## config.mk

```make
export PLATFORM = sky130hd
export DESIGN_NAME = paired_fifo_ctrl
export DESIGN_NICKNAME = d
export VERILOG_FILES = /design/src/rtl/pfifo_pkg.sv /design/src/rtl/pfifo_core.sv /design/src/rtl/pfifo_thresh.sv /design/src/rtl/pfifo_fill_sel.sv /design/src/rtl/paired_fifo_ctrl.sv
export SDC_FILE = /design/constraint.sdc
export NUM_CORES = 1
export LEC_CHECK = 0
export BUFFER_PORTS_ARGS = -buffer_cell sky130_fd_sc_hd__buf_2
export CAP_MARGIN = 25
export CELL_PAD_IN_SITES_DETAIL_PLACEMENT = 1
export CELL_PAD_IN_SITES_GLOBAL_PLACEMENT = 1
export CORE_ASPECT_RATIO = 1.4
export CORE_MARGIN = 1.5
export CORE_UTILIZATION = 40
export DETAILED_ROUTE_END_ITERATION = 8
export PLACE_DENSITY = 0.73
export SYNTH_ARGS = -nofsm -noshare
export SYNTH_HDL_FRONTEND = slang
export SYNTH_SLANG_ARGS = --single-unit
export TNS_END_PERCENT = 50
```

## constraint.sdc

```tcl
create_clock -name clk -period 3.5 [get_ports clk]
set_input_delay 0.7 -clock clk [delete_from_list [all_inputs] [get_ports clk]]
set_output_delay 0.7 -clock clk [all_outputs]
set_load 0.1 [all_outputs]
```

## src/rtl/pfifo_pkg.sv

```systemverilog
`timescale 1ns/1ps
package pfifo_pkg;

    // Occupancy of one queue
    typedef enum logic [1:0] {
        OCC_EMPTY   = 2'd0,
        OCC_PARTIAL = 2'd1,
        OCC_FULL    = 2'd2
    } occ_state_t;

    localparam int PF_DEPTH  = 64;
    localparam int PF_DATA_W = 8;
    localparam int PF_THR_W  = 4;
    localparam int PF_FILL_W = 4;

endpackage

```

## src/rtl/pfifo_core.sv

```systemverilog
`timescale 1ns/1ps
module pfifo_core
    import pfifo_pkg::*;
#(
    parameter  int DEPTH  = PF_DEPTH,
    parameter  int DATA_W = PF_DATA_W,
    localparam int CNT_W  = $clog2(DEPTH + 1)
) (
    input  logic              clk,
    input  logic              rst_n,
    input  logic              flush,
    input  logic              wr_en,
    input  logic [DATA_W-1:0] wr_data,
    input  logic              rd_en,
    output logic [DATA_W-1:0] rd_data,
    output logic [CNT_W-1:0]  count,
    output logic              wr_err,
    output logic              rd_err
);

    localparam int PTR_W = (DEPTH > 1) ? $clog2(DEPTH) : 1;
    localparam bit POW2  = ((DEPTH & (DEPTH - 1)) == 0);

    occ_state_t        state_q, state_d;
    logic [PTR_W-1:0]  wr_ptr_q, rd_ptr_q, wr_ptr_nx, rd_ptr_nx;
    logic [CNT_W-1:0]  count_q;
    logic [DATA_W-1:0] mem_q [DEPTH];
    logic              is_empty, is_full, wr_ok, rd_ok;
    logic              wr_err_q, rd_err_q;

    // Pointer advance: free wrap for power-of-two depth, compare otherwise
    generate
        if (POW2) begin : g_wrap_pow2
            assign wr_ptr_nx = wr_ptr_q + PTR_W'(1);
            assign rd_ptr_nx = rd_ptr_q + PTR_W'(1);
        end else begin : g_wrap_cmp
            assign wr_ptr_nx = (wr_ptr_q == PTR_W'(DEPTH - 1)) ? '0 : wr_ptr_q + PTR_W'(1);
            assign rd_ptr_nx = (rd_ptr_q == PTR_W'(DEPTH - 1)) ? '0 : rd_ptr_q + PTR_W'(1);
        end
    endgenerate

    // Output decode of the occupancy state
    always_comb begin
        is_empty = 1'b0;
        is_full  = 1'b0;
        unique case (state_q)
            OCC_EMPTY:   is_empty = 1'b1;
            OCC_PARTIAL: ;
            OCC_FULL:    is_full  = 1'b1;
            default:     is_empty = 1'b1;
        endcase
    end

    assign wr_ok = wr_en & ~is_full  & ~flush;
    assign rd_ok = rd_en & ~is_empty & ~flush;

    // Next-state logic
    always_comb begin
        state_d = state_q;
        if (flush) begin
            state_d = OCC_EMPTY;
        end else begin
            unique case (state_q)
                OCC_EMPTY: begin
                    if (wr_ok) state_d = OCC_PARTIAL;
                end
                OCC_PARTIAL: begin
                    if (wr_ok && !rd_ok && count_q == CNT_W'(DEPTH - 1))
                        state_d = OCC_FULL;
                    else if (rd_ok && !wr_ok && count_q == CNT_W'(1))
                        state_d = OCC_EMPTY;
                end
                OCC_FULL: begin
                    if (rd_ok) state_d = OCC_PARTIAL;
                end
                default: state_d = OCC_EMPTY;
            endcase
        end
    end

    // State register
    always_ff @(posedge clk) begin
        if (!rst_n) state_q <= OCC_EMPTY;
        else        state_q <= state_d;
    end

    // Pointers, count and sticky errors
    always_ff @(posedge clk) begin
        if (!rst_n || flush) begin
            wr_ptr_q <= '0;
            rd_ptr_q <= '0;
            count_q  <= '0;
            wr_err_q <= 1'b0;
            rd_err_q <= 1'b0;
        end else begin
            if (wr_ok) wr_ptr_q <= wr_ptr_nx;
            if (rd_ok) rd_ptr_q <= rd_ptr_nx;
            unique case ({wr_ok, rd_ok})
                2'b10:   count_q <= count_q + CNT_W'(1);
                2'b01:   count_q <= count_q - CNT_W'(1);
                default: count_q <= count_q;
            endcase
            if (wr_en && is_full)  wr_err_q <= 1'b1;
            if (rd_en && is_empty) rd_err_q <= 1'b1;
        end
    end

    // Storage
    always_ff @(posedge clk) begin
        if (wr_ok) mem_q[wr_ptr_q] <= wr_data;
    end

    assign rd_data = mem_q[rd_ptr_q];
    assign count   = count_q;
    assign wr_err  = wr_err_q;
    assign rd_err  = rd_err_q;

    // Refused write at full keeps the count
    assert_full_hold_R3: assert property (@(posedge clk) disable iff (!rst_n)
        (is_full && wr_en && !rd_en && !flush) |=> (count_q == CNT_W'(DEPTH)));

    // Refused read at empty keeps the count
    assert_empty_hold_R4: assert property (@(posedge clk) disable iff (!rst_n)
        (is_empty && rd_en && !wr_en && !flush) |=> (count_q == '0));

    // Error flags are sticky until flush
    assert_wr_err_sticky_R3: assert property (@(posedge clk) disable iff (!rst_n)
        (wr_err_q && !flush) |=> wr_err_q);
    assert_rd_err_sticky_R4: assert property (@(posedge clk) disable iff (!rst_n)
        (rd_err_q && !flush) |=> rd_err_q);

    // Simultaneous accepted read and write leaves the count
    assert_rdwr_count_R5: assert property (@(posedge clk) disable iff (!rst_n)
        (wr_ok && rd_ok) |=> $stable(count_q));

    // Single stored byte plus read+write: the new byte becomes the front
    assert_one_byte_front_R5: assert property (@(posedge clk) disable iff (!rst_n)
        (count_q == CNT_W'(1) && wr_ok && rd_ok) |=> (rd_ptr_q == $past(wr_ptr_q)));

    // Occupancy state agrees with the count
    assert_state_count_R9: assert property (@(posedge clk) disable iff (!rst_n)
        (is_empty == (count_q == '0)) && (is_full == (count_q == CNT_W'(DEPTH))));

    // Flush empties the queue
    assert_flush_clear_R1: assert property (@(posedge clk) disable iff (!rst_n)
        flush |=> (count_q == '0 && !wr_err_q && !rd_err_q));

endmodule

```

## src/rtl/pfifo_thresh.sv

```systemverilog
`timescale 1ns/1ps
module pfifo_thresh
    import pfifo_pkg::*;
#(
    parameter  int DEPTH = PF_DEPTH,
    parameter  int THR_W = PF_THR_W,
    localparam int CNT_W = $clog2(DEPTH + 1)
) (
    input  logic             clk,
    input  logic             rst_n,
    input  logic [THR_W-1:0] thr_sel,
    input  logic [CNT_W-1:0] rx_count,
    input  logic [CNT_W-1:0] tx_count,
    output logic             rx_flag,
    output logic             tx_flag
);

    localparam int STEP = DEPTH >> THR_W;
    localparam int CW1  = CNT_W + 1;

    logic [CW1-1:0] rx_level, tx_level;

    // Mirrored levels: rx = STEP*(N+1), tx = DEPTH+1 - STEP*(N+1)
    always_comb begin
        rx_level = CW1'(STEP) * (CW1'(thr_sel) + CW1'(1));
        tx_level = CW1'(DEPTH + 1) - rx_level;
    end

    assign rx_flag = ({1'b0, rx_count} >= rx_level);
    assign tx_flag = ({1'b0, tx_count} >= tx_level);

    // Extreme counts give fixed flag values for any setting
    assert_rx_flag_full_R6: assert property (@(posedge clk) disable iff (!rst_n)
        (rx_count == CNT_W'(DEPTH)) |-> rx_flag);
    assert_rx_flag_low_R6: assert property (@(posedge clk) disable iff (!rst_n)
        (rx_count < CNT_W'(STEP)) |-> !rx_flag);
    assert_tx_flag_empty_R7: assert property (@(posedge clk) disable iff (!rst_n)
        (tx_count == '0) |-> !tx_flag);
    assert_tx_flag_high_R7: assert property (@(posedge clk) disable iff (!rst_n)
        (tx_count >= CNT_W'(DEPTH + 1 - STEP)) |-> tx_flag);

endmodule

```

## src/rtl/pfifo_fill_sel.sv

```systemverilog
`timescale 1ns/1ps
module pfifo_fill_sel
    import pfifo_pkg::*;
#(
    parameter int CNT_W  = 7,
    parameter int FILL_W = PF_FILL_W
) (
    input  logic              clk,
    input  logic              rst_n,
    input  logic              acc,
    input  logic              acc_rd,
    input  logic [CNT_W-1:0]  rx_count,
    input  logic [CNT_W-1:0]  tx_count,
    output logic [FILL_W-1:0] fill
);

    localparam int FILL_MAX = (1 << FILL_W) - 1;

    logic [CNT_W-1:0] pick;

    always_comb begin
        pick = acc_rd ? rx_count : tx_count;
        if (!acc)
            fill = '0;
        else if (pick > CNT_W'(FILL_MAX))
            fill = FILL_W'(FILL_MAX);
        else
            fill = pick[FILL_W-1:0];
    end

    assert_fill_idle_R8: assert property (@(posedge clk) disable iff (!rst_n)
        !acc |-> (fill == '0));
    assert_fill_sat_rd_R8: assert property (@(posedge clk) disable iff (!rst_n)
        (acc && acc_rd && rx_count >= CNT_W'(FILL_MAX)) |-> (fill == FILL_W'(FILL_MAX)));
    assert_fill_sat_wr_R8: assert property (@(posedge clk) disable iff (!rst_n)
        (acc && !acc_rd && tx_count >= CNT_W'(FILL_MAX)) |-> (fill == FILL_W'(FILL_MAX)));

endmodule

```

## src/rtl/paired_fifo_ctrl.sv

```systemverilog
`timescale 1ns/1ps
module paired_fifo_ctrl
    import pfifo_pkg::*;
#(
    parameter  int DEPTH  = PF_DEPTH,
    parameter  int DATA_W = PF_DATA_W,
    parameter  int THR_W  = PF_THR_W,
    parameter  int FILL_W = PF_FILL_W,
    localparam int CNT_W  = $clog2(DEPTH + 1)
) (
    input  logic              clk,
    input  logic              rst_n,
    input  logic [THR_W-1:0]  thr_sel,
    input  logic              rx_flush,
    input  logic              tx_flush,
    input  logic              rf_rx_wr,
    input  logic [DATA_W-1:0] rf_rx_data,
    input  logic              rf_tx_rd,
    output logic [DATA_W-1:0] rf_tx_data,
    input  logic              host_rx_rd,
    output logic [DATA_W-1:0] host_rx_data,
    input  logic              host_tx_wr,
    input  logic [DATA_W-1:0] host_tx_data,
    input  logic              host_acc,
    input  logic              host_acc_rd,
    output logic [CNT_W-1:0]  rx_count,
    output logic [CNT_W-1:0]  tx_count,
    output logic              rx_thr_flag,
    output logic              tx_thr_flag,
    output logic [FILL_W-1:0] fill_ind,
    output logic              rx_overflow_err,
    output logic              rx_underread_err,
    output logic              tx_overfill_err,
    output logic              tx_underflow_err
);

    // Receive queue: radio writes, host reads
    pfifo_core #(.DEPTH(DEPTH), .DATA_W(DATA_W)) u_rx_fifo (
        .clk     (clk),
        .rst_n   (rst_n),
        .flush   (rx_flush),
        .wr_en   (rf_rx_wr),
        .wr_data (rf_rx_data),
        .rd_en   (host_rx_rd),
        .rd_data (host_rx_data),
        .count   (rx_count),
        .wr_err  (rx_overflow_err),
        .rd_err  (rx_underread_err)
    );

    // Transmit queue: host writes, radio reads
    pfifo_core #(.DEPTH(DEPTH), .DATA_W(DATA_W)) u_tx_fifo (
        .clk     (clk),
        .rst_n   (rst_n),
        .flush   (tx_flush),
        .wr_en   (host_tx_wr),
        .wr_data (host_tx_data),
        .rd_en   (rf_tx_rd),
        .rd_data (rf_tx_data),
        .count   (tx_count),
        .wr_err  (tx_overfill_err),
        .rd_err  (tx_underflow_err)
    );

    pfifo_thresh #(.DEPTH(DEPTH), .THR_W(THR_W)) u_thresh (
        .clk      (clk),
        .rst_n    (rst_n),
        .thr_sel  (thr_sel),
        .rx_count (rx_count),
        .tx_count (tx_count),
        .rx_flag  (rx_thr_flag),
        .tx_flag  (tx_thr_flag)
    );

    pfifo_fill_sel #(.CNT_W(CNT_W), .FILL_W(FILL_W)) u_fill (
        .clk      (clk),
        .rst_n    (rst_n),
        .acc      (host_acc),
        .acc_rd   (host_acc_rd),
        .rx_count (rx_count),
        .tx_count (tx_count),
        .fill     (fill_ind)
    );

endmodule

```

==> reports/qor.csv <==
metric,value,unit
syn_avg_cell_area,18.7,um^2
crit_path_end_kind,primary output,
grt_overflow_total,0,
cap_viol_max_count,0,
preCtsSetupSlack,-0.0152,ns
synth_edf_count,1024,
synth_top_area_cell,edfxtp_1,
synthSimpleGateAreaFrac,0.0511,
critPathMaxFanout,7,
drt_iter0_drc,2023,
power.density,513,nW/um^2
htree_levels,3,
yosysMostFrequentCell,edfxtp_1,
path_class,flip-flop to primary output,
setup_viol,16,
drc_errors,0,
clkLatencyLatePin,0.72,ns
antenna_left,0,
cp-start-kind,flip-flop,
synth_top_area_frac,0.712,
grt_max_degree,65,
syn-cell-area,43200,um^2
fin_crit,3.81,ns
clk_pin_slew_worst_paths,0.06,ns
status,"finished, violations left",
wl_met3,5950,um
dieArea,110000,um^2
hpwl,74300,um
grt_usage,0.218,
muxShareOfSynthArea,0.139,
met1_length,43300,um
synthAdderAreaFrac,0.00986,
die_h,392,um
cts_tree,done,
ys_ff_latch,1082,
holdWs,0.265,ns
hold_viol,0,
worst_slack,-0.311,ns
io_pins,70,
io_buffers,69,
required,2.80,ns
via_per_inst,5.71,
total_leakage_power,0.0165,uW
synth_compound_area_frac,0.0368,
cts_made_buffers,103,
synthXorXnorAreaFrac,0.00609,
rsz0062_at_grt,true,
fmax,0.262,GHz
routedWlPerCell,28.7,um
cts_sinks,1082,
die_x,281,um
route.met2.wl,64300,um
cts_hold_buf,0,
synth_top_family_by_area,multiplexers,
diodes,0,
antenna_found_initial,2,
highest_layer,met5,
dr.pass1.iters,5,
slew_headroom,0.283,
netlist_top_cells_area,"edfxtp_1 (71%), mux4_2 (12%), dfxtp_1 (2.7%)",
synthCells,2308,
worstPathArrival,3.11,ns
hold_class,input port to flip-flop,
grt_pass1_vias,25700,
violations,negative setup slack,
synth_nets,2372,
totalPowerFinal,27000,uW
grt_pass1_wl,175000,um
clock_path_buffers,3,
ys_types,57,
synth_common_cells,"edfxtp_1 (1024), mux4_2 (225), nor2_1 (184)",
peakVddDrop,465,uV
worst_pin_slew,1.07,ns
finalWirelength,120000,um
yosysWarnings,0,
area_growth,21.6,%
ys_seq_area_frac,0.739,
ys_async_sr_fraction,0,
vias,23800,
skew,0.0604,ns
timing.final.crit_share,1.09,
drv_slew,0,
core.rowCount,142,
finalNetCount,2700,
cts-root-buf,clkbuf_16,
core,107000,um^2
gp_congestion,0.841,
synthFlopType,edfxtp_1,
initial_utilization,0.404,
final_layout_size_suffix_gt1_frac,0.337,
==> critical path, cell delays in order (launching register included) <==
cell      delay, ns
dfxtp_4        0.35
buf_12         0.15
buf_16         0.16
buf_12         0.13
mux4_2         0.34
mux2i_1        0.09
o211ai_1       0.53
a21oi_2        0.14
a21oi_2        0.27
buf_12         0.21
==> sequential cells by signal (all words and copies together), names as in the netlist, named ones only <==
name,cells
u_rx_fifo.count,7
u_rx_fifo.mem_q,512
u_rx_fifo.rd_err,1
u_rx_fifo.rd_ptr_q,6
u_rx_fifo.state_q,2
u_rx_fifo.wr_err,1
u_rx_fifo.wr_ptr_q,6
u_tx_fifo.count,7
u_tx_fifo.mem_q,512
u_tx_fifo.rd_err,1
u_tx_fifo.rd_ptr_q,6
u_tx_fifo.state_q,2
u_tx_fifo.wr_err,1
u_tx_fifo.wr_ptr_q,6
==> cells by family after synthesis <==
logic type                 count (synthesis)
muxes                                    318
adders and majority gates                 34
buffers and inverters                    152
xor gates and xnor gates                  30
DFF                                     1082
and+or+nand+nor                          455
AOI/OAI and AO/OA                        237
==> cells in the final DEF (no fill, tap or decap), drive strengths merged, types with 12 or more instances in the layout <==
cell type,count
edfxtp,1024
buf,352
mux4,225
nor2,184
clkbuf,125
mux2i,80
nand2,71
a21oi,59
dfxtp,58
nor2b,53
clkinv,45
a211oi,41
o21ai,41
ha,34
nor3,24
nand2b,23
inv,23
xor2,22
nand3,21
a22oi,19
bufinv,19
nand3b,15
a221oi,13
mux2,13
a2111oi,13
nand4,12
==> routing by layer <==
layer / track usage / vias to the layer above
met5: 0 / -
met4: 0.113 / 2
met3: 0.0288 / 287
met2: 0.396 / 912
met1: 0.248 / 12600
li1: - / 9950
==> through the flow <==
stage / setup TNS [ns] / std cells / cell area, um^2 / utilization
final: -3.14 / 4167 / 52500 / 0.491
after global routing: -3.98 / 4167 / 52500 / 0.491
after CTS: -3.97 / 4140 / 51900 / 0.485
after detailed placement: -0.0152 / 3901 / 46700 / 0.436
after global placement: -0.0138 / 3901 / 46700 / 0.436
after floorplan: -0.838 / 2308 / 43200 / -
==> repair_timing <==
item / 4_1_cts / 5_1_grt
gates cloned: 8 / 1
buffers inserted: 39 / 26
setup endpoints to repair: 16 / 17
resized for setup: 203 / 65
pin swaps: 31 / 30
==> final timing paths <==
| kind | from | end | slack, ns | cells after the start |
|---|---|---|---|---|
| max | flip-flop | rf_tx_data[0] | -0.31 | 9 |
| min | rf_rx_wr | u_rx_fifo.wr_err | 0.27 | 3 |
| max reg2reg | u_tx_fifo.state_q[1] | u_tx_fifo.state_q[0] | 0.45 | 11 |
| min reg2reg | u_tx_fifo.rd_err | u_tx_fifo.rd_err | 0.48 | 2 |
==> report_power, final <==
part | switching, uW | internal [uW]
clock | 5110 | 6970
combinational | 514 | 196
sequential | 15.3 | 14200
==> layout make-up <==
cell class | count | area, um^2
tap | 1440 | 1800
multi-input combinational | 1074 | 11400
timing repair buffer | 356 | 3580
clock buffer | 124 | 2690
fill | 9911 | 54500
clock inverter | 72 | 1000
inverter | 19 | 71.3
sequential | 1082 | 31900
Note: power is estimated with default switching activity, not from simulation.
